--- config.mk ---
export PLATFORM = sky130hd
export DESIGN_NAME = coh_home_dir
export DESIGN_NICKNAME = d
export VERILOG_FILES = /design/src/rtl/coh_dir_pkg.sv /design/src/rtl/coh_dir_table.sv /design/src/rtl/coh_blk_mem.sv /design/src/rtl/coh_first_set.sv /design/src/rtl/coh_home_dir.sv
export SDC_FILE = /design/constraint.sdc
export NUM_CORES = 1
export LEC_CHECK = 0
export ABC_AREA = 1
export BUFFER_PORTS_ARGS = -buffer_cell sky130_fd_sc_hd__buf_2
export CELL_PAD_IN_SITES_DETAIL_PLACEMENT = 0
export CELL_PAD_IN_SITES_GLOBAL_PLACEMENT = 1
export CORE_ASPECT_RATIO = 0.5
export CORE_MARGIN = 2
export CORE_UTILIZATION = 47
export CTS_BUF_LIST = sky130_fd_sc_hd__clkbuf_8 sky130_fd_sc_hd__clkbuf_16
export CTS_CLUSTER_SIZE = 12
export DETAILED_ROUTE_END_ITERATION = 16
export PLACE_DENSITY_LB_ADDON = 0.1
export RECOVER_POWER = 100
export SYNTH_ARGS = -nofsm -noshare
export SYNTH_HDL_FRONTEND = slang
export SYNTH_SLANG_ARGS = --single-unit
--- constraint.sdc ---
create_clock -name clk -period 3.2 [get_ports clk]
set_input_delay 0.48 -clock clk [delete_from_list [all_inputs] [get_ports clk]]
set_output_delay 0.48 -clock clk [all_outputs]
set_load 0.1 [all_outputs]
--- src/rtl/coh_dir_pkg.sv ---
package coh_dir_pkg;
  typedef enum logic [1:0] {
    REQ_RD_MISS    = 2'd0,
    REQ_WR_MISS    = 2'd1,
    REQ_WRITE_BACK = 2'd2
  } req_kind_e;

  typedef enum logic [1:0] {
    MSG_INVAL      = 2'd0,
    MSG_FETCH      = 2'd1,
    MSG_FETCH_INV  = 2'd2,
    MSG_DATA_REPLY = 2'd3
  } msg_kind_e;

  typedef enum logic [1:0] {
    DIR_UNCACHED = 2'd0,
    DIR_SHARED   = 2'd1,
    DIR_EXCL     = 2'd2
  } dir_state_e;

  typedef enum logic [2:0] {
    CTL_IDLE,
    CTL_INVAL,
    CTL_FETCH,
    CTL_WAIT,
    CTL_REPLY
  } ctl_state_e;
endpackage

--- src/rtl/coh_dir_table.sv ---
module coh_dir_table
  import coh_dir_pkg::*;
#(
  parameter int NPROC = 4,
  parameter int NBLK  = 16,
  parameter int BLK_W = 4
) (
  input  logic             clk,
  input  logic             rst_n,
  input  logic [BLK_W-1:0] idx,
  output dir_state_e       rd_st,
  output logic [NPROC-1:0] rd_shr,
  input  logic             we,
  input  dir_state_e       wr_st,
  input  logic [NPROC-1:0] wr_shr
);
  dir_state_e       st_q  [NBLK];
  logic [NPROC-1:0] shr_q [NBLK];

  assign rd_st  = st_q[idx];
  assign rd_shr = shr_q[idx];

  always_ff @(posedge clk or negedge rst_n) begin
    if (!rst_n) begin
      for (int b = 0; b < NBLK; b++) begin
        st_q[b]  <= DIR_UNCACHED;
        shr_q[b] <= '0;
      end
    end else if (we) begin
      st_q[idx]  <= wr_st;
      shr_q[idx] <= wr_shr;
    end
  end
endmodule

--- src/rtl/coh_blk_mem.sv ---
module coh_blk_mem #(
  parameter int NBLK   = 16,
  parameter int BLK_W  = 4,
  parameter int DATA_W = 32
) (
  input  logic              clk,
  input  logic              rst_n,
  input  logic [BLK_W-1:0]  rd_addr,
  output logic [DATA_W-1:0] rd_data,
  input  logic              we,
  input  logic [BLK_W-1:0]  wr_addr,
  input  logic [DATA_W-1:0] wr_data
);
  logic [DATA_W-1:0] word_q [NBLK];

  assign rd_data = word_q[rd_addr];

  always_ff @(posedge clk or negedge rst_n) begin
    if (!rst_n) begin
      for (int b = 0; b < NBLK; b++) word_q[b] <= '0;
    end else if (we) begin
      word_q[wr_addr] <= wr_data;
    end
  end
endmodule

--- src/rtl/coh_first_set.sv ---
module coh_first_set #(
  parameter int N = 4,
  parameter int W = 2
) (
  input  logic [N-1:0] vec,
  output logic [W-1:0] idx
);
  always_comb begin
    idx = '0;
    for (int i = N - 1; i >= 0; i--) begin
      if (vec[i]) idx = W'(i);
    end
  end
endmodule

--- src/rtl/coh_home_dir.sv ---
module coh_home_dir
  import coh_dir_pkg::*;
#(
  parameter int NPROC  = 4,
  parameter int NBLK   = 16,
  parameter int DATA_W = 32,
  localparam int PROC_W = (NPROC > 1) ? $clog2(NPROC) : 1,
  localparam int BLK_W  = (NBLK > 1) ? $clog2(NBLK) : 1
) (
  input  logic              clk,
  input  logic              rst_n,
  input  logic              req_valid,
  output logic              req_ready,
  input  logic [1:0]        req_kind,
  input  logic [PROC_W-1:0] req_proc,
  input  logic [BLK_W-1:0]  req_blk,
  input  logic [DATA_W-1:0] req_data,
  output logic              msg_valid,
  input  logic              msg_ready,
  output logic [1:0]        msg_kind,
  output logic [PROC_W-1:0] msg_dest,
  output logic [BLK_W-1:0]  msg_blk,
  output logic [DATA_W-1:0] msg_data,
  input  logic              rsp_valid,
  input  logic [DATA_W-1:0] rsp_data
);
  // one-hot vector naming a single processor
  function automatic logic [NPROC-1:0] proc_bit(input logic [PROC_W-1:0] p);
    return NPROC'(1) << p;
  endfunction

  ctl_state_e        ctl_q;
  logic [PROC_W-1:0] req_p_q, owner_q;
  logic [BLK_W-1:0]  blk_q;
  logic              rd_q;
  logic [NPROC-1:0]  pend_q;
  logic [DATA_W-1:0] rep_q;

  dir_state_e        tbl_st, tbl_wst;
  logic [NPROC-1:0]  tbl_shr, tbl_wshr;
  logic              tbl_we;
  logic [DATA_W-1:0] mem_rd, mem_wdata;
  logic [BLK_W-1:0]  mem_waddr;
  logic              mem_we;
  logic [NPROC-1:0]  pick_vec, pend_left;
  logic [PROC_W-1:0] pick_idx;

  // named events, visible to the bound checker
  logic evt_accept, evt_msg_done, evt_fetch_done;
  assign evt_accept     = req_valid && req_ready;
  assign evt_msg_done   = msg_valid && msg_ready;
  assign evt_fetch_done = (ctl_q == CTL_WAIT) && rsp_valid;

  coh_dir_table #(.NPROC(NPROC), .NBLK(NBLK), .BLK_W(BLK_W)) table_i (
    .clk(clk), .rst_n(rst_n), .idx(req_blk),
    .rd_st(tbl_st), .rd_shr(tbl_shr),
    .we(tbl_we), .wr_st(tbl_wst), .wr_shr(tbl_wshr)
  );

  coh_blk_mem #(.NBLK(NBLK), .BLK_W(BLK_W), .DATA_W(DATA_W)) mem_i (
    .clk(clk), .rst_n(rst_n), .rd_addr(req_blk), .rd_data(mem_rd),
    .we(mem_we), .wr_addr(mem_waddr), .wr_data(mem_wdata)
  );

  assign pick_vec = (ctl_q == CTL_INVAL) ? pend_q : tbl_shr;

  coh_first_set #(.N(NPROC), .W(PROC_W)) pick_i (.vec(pick_vec), .idx(pick_idx));

  assign pend_left = pend_q & ~proc_bit(pick_idx);

  // directory entry update, decided at acceptance
  always_comb begin
    tbl_we   = 1'b0;
    tbl_wst  = tbl_st;
    tbl_wshr = tbl_shr;
    if (evt_accept) begin
      case (req_kind)
        REQ_RD_MISS: begin
          tbl_we   = 1'b1;
          tbl_wst  = DIR_SHARED;
          tbl_wshr = (tbl_st == DIR_UNCACHED) ? proc_bit(req_proc)
                                              : (tbl_shr | proc_bit(req_proc));
        end
        REQ_WR_MISS: begin
          tbl_we   = 1'b1;
          tbl_wst  = DIR_EXCL;
          tbl_wshr = proc_bit(req_proc);
        end
        REQ_WRITE_BACK: begin
          if (tbl_st == DIR_EXCL) begin
            tbl_we   = 1'b1;
            tbl_wst  = DIR_UNCACHED;
            tbl_wshr = '0;
          end
        end
        default: ;
      endcase
    end
  end

  // memory: owner write-back at accept, or fetched data for a read miss
  assign mem_we    = (evt_accept && req_kind == REQ_WRITE_BACK && tbl_st == DIR_EXCL)
                   || (evt_fetch_done && rd_q);
  assign mem_waddr = (ctl_q == CTL_WAIT) ? blk_q : req_blk;
  assign mem_wdata = (ctl_q == CTL_WAIT) ? rsp_data : req_data;

  always_ff @(posedge clk or negedge rst_n) begin
    if (!rst_n) begin
      ctl_q   <= CTL_IDLE;
      req_p_q <= '0;
      owner_q <= '0;
      blk_q   <= '0;
      rd_q    <= 1'b0;
      pend_q  <= '0;
      rep_q   <= '0;
    end else begin
      case (ctl_q)
        CTL_IDLE: begin
          if (evt_accept && (req_kind == REQ_RD_MISS || req_kind == REQ_WR_MISS)) begin
            blk_q   <= req_blk;
            req_p_q <= req_proc;
            rd_q    <= (req_kind == REQ_RD_MISS);
            rep_q   <= mem_rd;
            owner_q <= pick_idx;
            pend_q  <= tbl_shr;
            if (tbl_st == DIR_EXCL)
              ctl_q <= CTL_FETCH;
            else if (req_kind == REQ_WR_MISS && tbl_st == DIR_SHARED)
              ctl_q <= CTL_INVAL;
            else
              ctl_q <= CTL_REPLY;
          end
        end
        CTL_INVAL: begin
          if (evt_msg_done) begin
            pend_q <= pend_left;
            if (pend_left == '0) ctl_q <= CTL_REPLY;
          end
        end
        CTL_FETCH: begin
          if (evt_msg_done) ctl_q <= CTL_WAIT;
        end
        CTL_WAIT: begin
          if (rsp_valid) begin
            rep_q <= rsp_data;
            ctl_q <= CTL_REPLY;
          end
        end
        CTL_REPLY: begin
          if (evt_msg_done) ctl_q <= CTL_IDLE;
        end
        default: ctl_q <= CTL_IDLE;
      endcase
    end
  end

  always_comb begin
    req_ready = (ctl_q == CTL_IDLE);
    msg_valid = 1'b0;
    msg_kind  = MSG_DATA_REPLY;
    msg_dest  = req_p_q;
    msg_data  = '0;
    case (ctl_q)
      CTL_INVAL: begin
        msg_valid = 1'b1;
        msg_kind  = MSG_INVAL;
        msg_dest  = pick_idx;
      end
      CTL_FETCH: begin
        msg_valid = 1'b1;
        msg_kind  = rd_q ? MSG_FETCH : MSG_FETCH_INV;
        msg_dest  = owner_q;
      end
      CTL_REPLY: begin
        msg_valid = 1'b1;
        msg_data  = rep_q;
      end
      default: ;
    endcase
  end
  assign msg_blk = blk_q;
endmodule

Yosys cells after proc, flatten, opt, wreduce, memory -nomap -nowiden

Cells that the tools add are included.

Bits of input ports: 77
Register bits after elaboration: 656

Reduce and logical (&&, ||, !) cells: 24
Bitwise operators: 5
Magnitude comparators: 4
Shifts and indexed selects: 2
Muxes and demuxes: 55
Eq/ne operators: 14

Operators with widths:

| cell                                                                         | number |
|---|---|
| 512-bit bitwise mux                                                          | 1 |
| 32-bit 2-to-1 mux                                                            | 7 |
| 32-bit binary-select mux with 4-bit select                                   | 1 |
| 32-bit demux with 4-bit select                                               | 1 |
| 64-bit bitwise mux                                                           | 1 |
| 32-bit case mux with 2 select lines                                          | 1 |
| 4-bit 2-to-1 mux                                                             | 10 |
| 32-bit bitwise mux                                                           | 1 |
| 3-bit 2-to-1 mux                                                             | 8 |
| 2-bit 2-to-1 mux                                                             | 10 |
| 4-bit binary-select mux with 4-bit select                                    | 1 |
| 4-bit demux with 4-bit select                                                | 1 |
| 3-bit case mux with 5 select lines                                           | 1 |
| 4-bit case mux with 3 select lines                                           | 1 |
| 5-bit greater-or-equal comparator, second input constant                     | 2 |
| 1-bit logical AND                                                            | 10 |
| 5-bit by 1-bit less-than comparator with 1-bit output, second input constant | 2 |
| 4-bit inverter with 5-bit output                                             | 2 |
| 2-bit binary-select mux with 4-bit select                                    | 1 |
| 2-bit demux with 4-bit select                                                | 1 |
| 2-bit inequality test, second input constant                                 | 4 |
| 2-bit case mux with 2 select lines                                           | 2 |
| 4-bit case mux with 2 select lines                                           | 1 |
| 1-bit by 2-bit << shifter with 4-bit output, first input constant            | 2 |
| other kinds (22)                                                             | 32 |

Longest topological paths before layout

Depth in word-level cells: 16
Depth in mapped cells: 17
Mapped depth without buffers: 16

By module

From an unflattened synthesis, not the netlist that was laid out.

Cell total of the unflattened synthesis: 4465
Area, all modules: 32626.3 µm²

Modules (own cells, without submodules):

| module        | instances | area an instance (µm²) | cells an instance |
|---|---|---|---|
| coh_blk_mem   | 1         | 24563.6                | 3281 |
| coh_dir_table | 1         | 4680.7                 | 633 |
| coh_home_dir  | 1         | 3348.2                 | 545 |
| coh_first_set | 1         | 33.8                   | 6 |

Worst setup path after synthesis

No wires, ideal clock.

Kind: register -> register
Start point: register ctl_q[0]
End point: register table_i.shr_q[20] (netlist name)
Buffers on the path: 0
Period minus slack after synthesis: 3612 ps
Stages on the path, launching flop included: 13
Data required time: 3083 ps
Setup slack: -412 ps
Data arrival time: 3495 ps
Cell sequence: dfrtp_1 -> inv_1 -> nand2_1 -> nor2_1 -> nand2_1 -> nor2_1 -> clkinv_1 -> nand2_1 -> nand2_1 -> nor2_1 -> inv_1 -> nand2_1 -> nand2_1

Longest elaborated chain between the ends: 4
Elaborated cells between the ends (all ways): 5

RTL lines:

| item                            | line                | text |
|---|---|---|
| from (decl)                     | coh_home_dir.sv:32  | `ctl_state_e ctl_q;` |
| from (signal assigned)          | coh_home_dir.sv:109 | `ctl_q <= CTL_IDLE;` |
| from (signal assigned)          | coh_home_dir.sv:127 | `ctl_q <= CTL_FETCH;` |
| from (signal assigned)          | coh_home_dir.sv:129 | `ctl_q <= CTL_INVAL;` |
| 3-bit logical NOT (*)           | coh_home_dir.sv:158 | `req_ready = (ctl_q == CTL_IDLE);` |
| named net req_ready             | coh_home_dir.sv:13  | `output logic req_ready,` |
| 1-bit logical AND (*)           | coh_home_dir.sv:50  | `assign evt_accept = req_valid && req_ready;` |
| 4-bit 2-to-1 mux                | coh_home_dir.sv:76  | `if (evt_accept) begin` |
| 64-bit bitwise mux              | coh_dir_table.sv:31 | `shr_q[idx] <= wr_shr;` |
| to (signal, indexed assignment) | coh_dir_table.sv:31 |  |
| to (decl)                       | coh_dir_table.sv:18 | `logic [NPROC-1:0] shr_q [NBLK];` |

Mark *: on every way through the listed nets, which the timed path passes. The rest lies on a longest branch.
A chain may end at the register's enable or synchronous reset.

Worst setup path after layout

Start point: register ctl_q[2]
End point: output msg_dest[1]

Longest elaborated chain between the ends: 7
Elaborated cells between the ends (all ways): 8

RTL lines:

| item                                           | line                                    | text |
|---|---|---|
| 3-bit by 1-bit equality test with 1-bit output | coh_home_dir.sv:65, coh_home_dir.sv:163 |  |
| 4-bit 2-to-1 mux                               | coh_home_dir.sv:65                      | `assign pick_vec = (ctl_q == CTL_INVAL) ? pend_q : tbl_shr;` |
| 2-bit 2-to-1 mux (4 in series)                 | coh_first_set.sv:11                     | `if (vec[i]) idx = W'(i);` |
| 2-bit case mux with 2 select lines (*)         | coh_home_dir.sv:163                     | `case (ctl_q)` |
| to (decl)                                      | coh_home_dir.sv:21                      | `output logic [PROC_W-1:0] msg_dest,` |

Mark *: on every way between the ends. The rest lies on a longest branch, timed or not.

==> flow_metrics.env <==
export IMPL_period_minus_slack_ns=2.99
export IMPL_multi_input_area_sq_um=11200
export IMPL_hp_start="rsp_data[11]"
export IMPL_timing_fmax_mhz=334
export IMPL_vias=24100
export IMPL_crit_buf_inv=4
export IMPL_clk_transition_reported_paths_ns=0.06
export IMPL_startpoint_type="register"
export IMPL_fin_tns_setup_ns=0
export IMPL_synth_seq_area_share_pct=56.3
export IMPL_row_count=64
export IMPL_tightest_slew_ns=1.46
export IMPL_cts_root_buf="clkbuf_16"
export IMPL_numCtsBuffers=66
export IMPL_crit_arrival_ns=2.51
export IMPL_finalHoldViolations=0
export IMPL_grt_max_degree=116
export IMPL_wl_per_cell_um=20.4
export IMPL_finalCritPeriodShare_pct=93.4
export IMPL_grt_pass1_vias=23600
export IMPL_syn_num_nets=3482
export IMPL_grt_usage_pct=27.8
export IMPL_initial_core_util_pct=47.6
export IMPL_hold_class="in2reg"
export IMPL_area_delta_synth_final_pct=12.3
export IMPL_fillers=5838
export IMPL_antenna_found_initial=0
export IMPL_p_leak_nw=15.7
export IMPL_critPathCaptureType="primary output"
export IMPL_total_power_mw=22.9
export IMPL_synth_mux_area_share_pct=0
export IMPL_worstPathRequired_ns=2.72
export IMPL_syn_area_per_cell_sq_um=8.56
export IMPL_diodes=0
export IMPL_synthSimpleGateAreaFrac_pct=18.3
export IMPL_drt_iter0_drc=2411
export IMPL_core_sq_um=61200
export IMPL_synth_cells=3405
export IMPL_antenna_left=0
export IMPL_hpwl_mm=52.0
export IMPL_finalSetupViolations=0
export IMPL_finClkSkew_ns=0.0262
export IMPL_crit_slowest_cell="dfrtp_1"
export IMPL_vdd_drop_max_v=0.000404
export IMPL_first_pass_iters=6
export IMPL_synth_xor_area_share_pct=0
export IMPL_die_y_um=180
export IMPL_seqCellArea_sq_um=16400
export IMPL_drive_gt1_share_pct=10.5
export IMPL_cts_max_path_buffers=3
export IMPL_routed_wl_mm=88.0
export IMPL_synth_top_family_by_area="compound AO/OA/AOI/OAI gates"
export IMPL_critical_path_max_stage_delay_ns=0.39
export IMPL_maxSlewViolCount=0
export IMPL_htreeDepth=3
export IMPL_rr_startpoint="ctl_q[0]$_DFFE_PN0P_"
export IMPL_critPathLaunch="ctl_q[2]$_DFFE_PN0P_"
export IMPL_yosys_warnings=0
export IMPL_die_w_um=356
export IMPL_synth_compound_gate_area_share_pct=20.2
export IMPL_grt_pass1_wl_mm=139
export IMPL_layout_commonest_cell="nand2_1"
export IMPL_most_common_layout_cells="nand2_1, dfrtp_1, o21ai_0"
export IMPL_ys_types=30
export IMPL_synth_area_sq_um=29100
export IMPL_drv_cap=0
export IMPL_overflow=0
export IMPL_critPathTopFamily="simple AND/OR/NAND/NOR gates"
export IMPL_clock_latency_ns=0.61
export IMPL_path_cells="inv_1 > nand2_1 > nor2_1 > buf_6 > clkinvlp_4 > nor2_1 > nor2_1 > nand2_1 > nand2_1 > nor2_1 > nand2_1 > o211ai_1 > buf_12"
export IMPL_cp_max_fo=9
export IMPL_fin_hold_ws_ns=0.162
export IMPL_max_slew_margin_rel_pct=2.65
export IMPL_die_area_sq_um=64100
export IMPL_io_buffer_count=118
export IMPL_via_per_inst=5.58
export IMPL_ios=119
export IMPL_drc=0
export IMPL_power_density_nw_per_um2=699
export IMPL_nets=3549
export IMPL_yosys_area_share_adder_pct=0
export IMPL_synth_seq_cells=656
export IMPL_outcome="finished clean"
export IMPL_clock_sinks=656
export IMPL_final_core_utilization_pct=53.5
export IMPL_cts_tree="yes"
export IMPL_critPathKind="reg2out"
export IMPL_finalWeightedCongestion=0.833
==> state kept, by name (all words and copies together) (netlist names) <==
| register | flops |
|---|---|
| msg_blk | 4 |
| req_p_q | 2 |
| ctl_q | 3 |
| pend_q | 4 |
| owner_q | 2 |
| table_i.st_q | 32 |
| rep_q | 32 |
| mem_i.word_q | 512 |
| table_i.shr_q | 64 |
| rd_q | 1 |
==> power breakdown <==
group / switching [mW] / internal [mW]
Combinational: 3.83 / 1.46
Sequential: 0.733 / 9.68
Clock: 3.26 / 3.93
==> metrics by stage <==
stage                     cell area (sq um)  instances  setup WS (ns)
final                                 32700       4319          0.210
after global routing                  32700       4319       -0.00991
after CTS                             33100       4313         0.0285
after detailed placement              31200       4222         0.0520
after global placement                31200       4222         0.0409
after floorplan                       29100       3405         0.0187
==> repair_timing <==
| action | 4_1_cts | 5_1_grt |
|---|---|---|
| gates resized for setup | 0 | 9 |
| setup buffers | 0 | 6 |
| hold buffers | 1 | 0 |
| hold endpoints to repair | 43 | 0 |
| setup endpoints to repair | 0 | 2 |
==> cell usage after synthesis <==
master	instances	share of area, %
buf_6	4	0.15
nor3_1	1	0.017
buf_8	1	0.052
o21ai_2	1	0.030
buf_4	2	0.052
nor2_1	116	1.5
inv_2	4	0.052
o21a_1	1	0.026
nand2_1	1172	15
buf_1	13	0.17
clkinv_1	2	0.026
nand3_1	17	0.29
clkbuf_1	143	1.8
o31ai_1	19	0.49
dfrtp_1	656	56
buf_2	75	1.3
o21ai_1	324	5.6
nand2_4	10	0.39
a21oi_1	149	2.6
a221oi_1	6	0.18
o22ai_1	1	0.021
o221ai_1	1	0.030
nand4_1	3	0.064
a31oi_1	14	0.30
a22oi_1	270	7.0
nor2_2	3	0.064
or2_2	39	0.84
o21ai_0	235	4.0
inv_1	122	1.6
o211ai_1	1	0.026
==> metal layers <==
metal | track usage [%] | vias to the layer above | share of wire (%)
met5 | 0 | - | 0
met4 | 8.74 | 0 | 3.0
met3 | 3.99 | 134 | 5.2
met2 | 42.9 | 666 | 45
met1 | 40.7 | 11900 | 47
li1 | - | 11500 | -
==> path summary, 6_finish.rpt <==
kind	to	slack [ns]	cells past startpoint
worst max register to register	mem_i.word_q[157]$_DFFE_PN0P_	0.31	12
worst max-delay path	msg_dest[1]	0.21	13
min in group asynchronous	mem_i.word_q[135]$_DFFE_PN0P_	0.77	2
worst min register to register	table_i.shr_q[36]$_DFFE_PN0P_	0.48	2
worst min-delay path	rep_q[11]$_DFFE_PN0P_	0.16	3
max in group asynchronous	mem_i.word_q[473]$_DFFE_PN0P_	0.45	3
==> worst min-delay path, delay by kind of cell <==
kind,cells,cell delay [ns]
compound gates,1,0.08
simple gates,1,0.07
buf+inv,1,0.09
==> cell type report <==
type | instances | area share, %
Tap cell | 825 | 3.15
Timing Repair Buffer | 237 | 5.16
Inverter | 128 | 1.49
Clock buffer | 72 | 5.40
Multi-Input combinational cell | 2383 | 34.3
Clock inverter | 18 | 0.367
Sequential cell | 656 | 50.1
==> cell families after synthesis <==
group / count (synthesis)
simple gates: 1361
compound gates: 1022
flops: 656
buf+inv: 366
Power figures use the tool's default switching activity.
